**config.mk**
```make
export PLATFORM = sky130hd
export DESIGN_NAME = tr_token_arbiter
export DESIGN_NICKNAME = d
export VERILOG_FILES = /design/src/rtl/tr_pkg.sv /design/src/rtl/tr_ring.sv /design/src/rtl/tr_node.sv /design/src/rtl/tr_token_arbiter.sv
export SDC_FILE = /design/constraint.sdc
export NUM_CORES = 1
export LEC_CHECK = 0
export CAP_MARGIN = 25
export CORE_AREA = 2 2 140 142
export CTS_CLUSTER_SIZE = 24
export DETAILED_ROUTE_END_ITERATION = 8
export DIE_AREA = 0 0 142 144
export GPL_TIMING_DRIVEN = 0
export PLACE_DENSITY_LB_ADDON = 0.15
export RECOVER_POWER = 100
export SLEW_MARGIN = 30
export SYNTH_ARGS = -nofsm -noshare
export SYNTH_HDL_FRONTEND = slang
export SYNTH_SLANG_ARGS = --single-unit
```
**constraint.sdc**
```tcl
create_clock -name clk -period 1.6 [get_ports clk]
set_input_delay 0.24 -clock clk [delete_from_list [all_inputs] [get_ports clk]]
set_output_delay 0.24 -clock clk [all_outputs]
set_load 0.03 [all_outputs]
```
**src/rtl/tr_pkg.sv**
```systemverilog
// Package: helpers shared by the token ring arbiter.
// Assumes lanes below the node count are homed at their own index.
package tr_pkg;
    // Node at which a lane's token sits on the first clock after reset.
    function automatic int home_hop(input int lane, input int nodes);
        return (lane < nodes) ? lane : 0;
    endfunction
endpackage

```
**src/rtl/tr_ring.sv**
```systemverilog
// Module: tr_ring
// Holds one presence bit per (hop, lane). Each clock, every token moves
// one hop downstream unless the node at its hop takes it. Released tokens
// enter at the hop after the releasing node.
// Assumes: at most one copy of a lane exists, so take and inject never
// collide on the same lane.
module tr_ring #(
    parameter int NODES = 8,
    parameter int LANES = NODES + 1
) (
    input  logic                         clk,
    input  logic                         rst_n,
    input  logic [NODES-1:0][LANES-1:0]  take,
    input  logic [NODES-1:0][LANES-1:0]  inject,
    output logic [NODES-1:0][LANES-1:0]  pres
);
    import tr_pkg::*;

    for (genvar h = 0; h < NODES; h++) begin : g_hop
        localparam int NX = (h + 1) % NODES;
        logic [LANES-1:0] boot;

        // Reset image for the hop that receives from hop h.
        always_comb begin
            for (int l = 0; l < LANES; l++)
                boot[l] = (home_hop(l, NODES) == NX);
        end

        // Advance untaken tokens and merge released ones.
        always_ff @(posedge clk) begin
            if (!rst_n) pres[NX] <= boot;
            else        pres[NX] <= (pres[h] & ~take[h]) | inject[h];
        end

        for (genvar l = 0; l < LANES; l++) begin : g_chk
            assert_token_advance_R3: assert property (@(posedge clk)
                disable iff (!rst_n)
                (pres[h][l] && !take[h][l]) |=> pres[NX][l]);
            assert_inject_next_hop_R5: assert property (@(posedge clk)
                disable iff (!rst_n)
                inject[h][l] |=> pres[NX][l]);
        end
    end
endmodule

```
**src/rtl/tr_node.sv**
```systemverilog
// Module: tr_node
// Per-node arbitration agent. It takes the requested token when it passes
// and the node is idle, holds it until release, then hands it back for
// injection downstream.
// Assumes: req_dest is stable while req waits; codes >= LANES are invalid.
module tr_node #(
    parameter int LANES = 9,
    parameter int DW    = 4
) (
    input  logic              clk,
    input  logic              rst_n,
    input  logic [LANES-1:0]  here,
    input  logic              req,
    input  logic [DW-1:0]     dest,
    input  logic              rel,
    output logic [LANES-1:0]  take,
    output logic [LANES-1:0]  inject,
    output logic [LANES-1:0]  held,
    output logic              busy,
    output logic              grant
);
    logic [LANES-1:0] held_q;
    logic             busy_q;
    logic             grant_q;

    // Decide which passing token, if any, to remove from the ring.
    always_comb begin
        for (int l = 0; l < LANES; l++)
            take[l] = req && !busy_q && (dest == DW'(l)) && here[l];
    end

    // Return the held token when a valid release arrives.
    always_comb inject = (busy_q && rel) ? held_q : '0;

    // Track ownership and the one-cycle grant pulse.
    always_ff @(posedge clk) begin
        if (!rst_n) begin
            busy_q  <= 1'b0;
            held_q  <= '0;
            grant_q <= 1'b0;
        end else begin
            grant_q <= |take;
            if (busy_q && rel) begin
                busy_q <= 1'b0;
                held_q <= '0;
            end else if (!busy_q && |take) begin
                busy_q <= 1'b1;
                held_q <= take;
            end
        end
    end

    assign held  = held_q;
    assign busy  = busy_q;
    assign grant = grant_q;

    assert_grant_pulse_R2: assert property (@(posedge clk)
        disable iff (!rst_n) grant |=> !grant);
    assert_release_clears_R5: assert property (@(posedge clk)
        disable iff (!rst_n) (busy && rel) |=> !busy);
    assert_idle_release_R6: assert property (@(posedge clk)
        disable iff (!rst_n) (!busy && rel && !req) |=> (!busy && inject == '0));
    assert_one_token_R4: assert property (@(posedge clk)
        disable iff (!rst_n) $onehot0(held) && (busy == (held != '0)));
endmodule

```
**src/rtl/tr_token_arbiter.sv**
```systemverilog
// Module: tr_token_arbiter (top)
// Ring of NODES agents sharing NODES channel tokens plus one broadcast
// token. One hop per clock; a lap is NODES clocks.
// Assumes: req_dest code NODES names the broadcast lane.
module tr_token_arbiter #(
    parameter  int NODES = 8,
    localparam int LANES = NODES + 1,
    localparam int DW    = $clog2(NODES + 2)
) (
    input  logic                       clk,
    input  logic                       rst_n,
    input  logic [NODES-1:0]           req,
    input  logic [NODES-1:0][DW-1:0]   req_dest,
    input  logic [NODES-1:0]           rel,
    output logic [NODES-1:0]           grant,
    output logic [NODES-1:0]           busy
);
    logic [NODES-1:0][LANES-1:0] pres;
    logic [NODES-1:0][LANES-1:0] take;
    logic [NODES-1:0][LANES-1:0] inject;
    logic [NODES-1:0][LANES-1:0] held;

    tr_ring #(.NODES(NODES), .LANES(LANES)) ring_i (
        .clk(clk), .rst_n(rst_n), .take(take), .inject(inject), .pres(pres)
    );

    for (genvar n = 0; n < NODES; n++) begin : g_node
        tr_node #(.LANES(LANES), .DW(DW)) node_i (
            .clk(clk), .rst_n(rst_n), .here(pres[n]), .req(req[n]),
            .dest(req_dest[n]), .rel(rel[n]), .take(take[n]),
            .inject(inject[n]), .held(held[n]), .busy(busy[n]),
            .grant(grant[n])
        );
    end

    // Per-lane views across all hops and all holders, for the checks.
    logic [LANES-1:0][NODES-1:0] ring_col;
    logic [LANES-1:0][NODES-1:0] hold_col;
    always_comb begin
        for (int l = 0; l < LANES; l++)
            for (int n = 0; n < NODES; n++) begin
                ring_col[l][n] = pres[n][l];
                hold_col[l][n] = held[n][l];
            end
    end

    for (genvar l = 0; l < LANES; l++) begin : g_lane_chk
        assert_token_conserved_R7: assert property (@(posedge clk)
            disable iff (!rst_n)
            ($countones(ring_col[l]) + $countones(hold_col[l])) == 1);
        assert_single_holder_R4: assert property (@(posedge clk)
            disable iff (!rst_n) $onehot0(hold_col[l]));
    end
endmodule

```
==> flow_summary.toml <==
[synth]
synthArstFlopShare = 0
netlist_area_um2 = 6940
synth.distinct_cells = 56
synth.top_cell.area_share = 0.461
synth.avg_cell_area_um2 = 9.05
synth_ff_type = "dfxtp_1"
yosysSeqAreaShare = 0.461
synth_fp_nets = 817
synth_top_area_cell = "dfxtp_1"
synth_edf_count = 0
synth_area_leaders = "dfxtp_1, nand3_1, a22oi_1"
ys_seq_elements = 160
syn_inst = 767
synth_warnings = 0

[grt]
grt_first_pass_wirelength_um = 32000
grt_overflow = 0
grt_max_degree = 17
antenna_found_initial = 0
grt_usage = 0.198
grt_pass1_vias = 6307

[floorplan]
dieArea_um2 = 20400
die_w_um = 142
rows = 51
start_util = 0.364
core_region_area_um2 = 19100
ios = 66
die_h_um = 144

[route]
first_pass_iters = 5
highest_layer = "met4"
routed_wirelength_um = 20600
antenna_left = 0
first_iter_violations = 503
vias_per_cell = 5.75
wl_met1_um = 8830
wl_per_cell_um = 18.2
route.detailed.drc = 0
wl_met3_um = 984
vias = 6514
met2_wirelength_um = 10200

[clocking]
clockBufferDepth = 2
cts.htree.levels = 4
clock-sinks = 160
clockRootBuffer = "clkbuf_16"
ctsHoldBuffers = 0
numCtsBuffers = 17
insertion_delay_ns = 0.42
cts_tree = "yes"
cts.clk_slew.worst_paths_ns = 0.06

[power_and_ir_drop]
power_density_nw_per_um2 = 983
p_leak_nw = 3.44
power_w = 0.00907
ir_worst_vdd_uv = 744

[placement]
dp_hpwl_um = 14000
io_buffer_count = 58
gp_congestion = 0.879
dpl_worst_slack_ns = -0.936

[cells_and_area]
area_growth_pct = 32.8
drive_above_1_share = 0.238
final_nets = 933
fillers = 1805
antenna_cells = 0

[run_status]
failed_checks = "setup timing"
status = "finished with violations"

[sta]
rsz0062_at_grt = "true"
finalHoldViolCount = 0
layout_min_cycle_time_ns = 1.71
tns_ns = -1.38
slew_violations = 0
worst_slew_pin_slew_ns = 0.514
finalSetupViolations = 23
fin_ws_ns = -0.110
clock.fmax_ghz = 0.585
relSlewSlack = 0.656
finClkSkew_ns = 0.00766
period_share = 1.07
hold_ws_ns = 0.186

[critical_path]
arrival_ns = 2.01
worstPathMaxFanout = 8
end_kind = "flop"
crit_type = "flop to flop"
crit_required_ns = 1.90
start_kind = "flop"

[flow_run]
drv_cap = 0

[hold_path]
hp-class = "input port to flop"
==> layout by cell type (no fill, tap or decap), types with 6 or more instances in the layout <==
cell	count
dfxtp_1	150
buf_6	9
nand2_1	66
and2_1	13
dlygate4sd2_1	27
nor2_1	72
o22ai_1	32
buf_4	54
nor2b_1	7
clkdlybuf4s50_1	23
nand3_2	7
a32o_1	23
clkbuf_1	8
clkbuf_16	17
nand3_1	70
a22oi_1	47
o22ai_2	8
mux2i_1	9
nand3b_1	6
clkbuf_2	17
a21oi_1	17
nand2b_1	8
o21a_1	6
inv_1	6
nand4_1	25
a221o_1	6
o31a_1	6
o21ai_0	17
dfxtp_4	7
==> synthesized netlist by cell type (8+ instances only) <==
cell type	n
nand4_1	25
a21oi_1	17
nand3_1	78
a32o_1	23
nor3b_1	8
o21ai_0	19
nand2b_1	10
nand2_1	67
mux2i_1	10
nor2_1	80
buf_4	22
a22oi_1	47
dfxtp_1	160
clkbuf_1	30
o22ai_1	40
and2_1	14
nor2b_1	11
==> power breakdown <==
| group | leakage, nW | internal, W | switching, W |
|---|---|---|---|
| combinational | 1.84 | 0.000351 | 0.000464 |
| sequential | 1.30 | 0.00404 | 0.0000588 |
| clock | 0.291 | 0.00258 | 0.00157 |
==> kinds of logic (layout without fill, tap and decap cells) <==
family | after synthesis | count (layout) | synth area share
simple gates | 354 | 354 | 0.282
mux | 14 | 14 | 0.0242
flops | 160 | 160 | 0.461
compound gates | 175 | 175 | 0.183
buf+inv | 64 | 191 | 0.0492
==> worst paths after layout <==
kind,slack (ns),cells after the start,startpoint,to
worst max-delay path,-0.11,5,g_node[0].node_i.busy,g_node[0].node_i.held[3]
worst min-delay path,0.19,3,req_dest[17],g_node[4].node_i.held[2]
worst max register to register,-0.11,5,g_node[0].node_i.busy,g_node[0].node_i.held[3]
worst min register to register,0.46,2,g_node[4].node_i.held[0],ring_i.pres[45]
==> timing repair <==
action                                 CTS  global route
endpoints found under the hold margin    0             0
pin swaps                               31            31
setup buffers                           25            11
cloned                                   4             1
resized for setup                      118            68
setup endpoints to repair              164            99
==> worst max-delay path, cell delays in order, from the launching register on <==
cell and delay (ns):
dfxtp_4 0.37, or4bb_4 0.53, o22ai_2 0.19, nor2_2 0.06, o21a_4 0.23, a32o_1 0.22
==> sequential cells by signal, indices dropped and copies added, names as in the netlist <==
| name | count |
|---|---|
| g_node.node_i.held | 72 |
| ring_i.pres | 72 |
| g_node.node_i.grant | 8 |
| g_node.node_i.busy | 8 |
==> routing by layer <==
metal / vias to the layer above / global-route usage
li1: 3093 / -
met1: 3141 / 0.243
met2: 235 / 0.340
met3: 45 / 0.0407
met4: 0 / 0.0811
met5: - / 0
==> metrics by stage <==
step	instances	utilization	cell area (um^2)
2_1_floorplan	767	-	6960
3_3_place_gp	1063	0.411	7840
3_5_place_dp	1063	0.411	7840
4_1_cts	1120	0.468	8930
5_1_grt	1132	0.483	9220
6_report	1132	0.483	9220
==> area by class of cell <==
cell class                      count  area [um^2]  share of cell area
Multi-Input combinational cell    543         3800               0.413
Sequential cell                   160         3230               0.351
Timing Repair Buffer               99          887              0.0962
Clock buffer                       18          429              0.0466
Buffer                             56          375              0.0407
Tap cell                          238          298              0.0323
Clock inverter                     12          169              0.0183
Inverter                            6         22.5             0.00244
(Power assumes the default switching activity.)
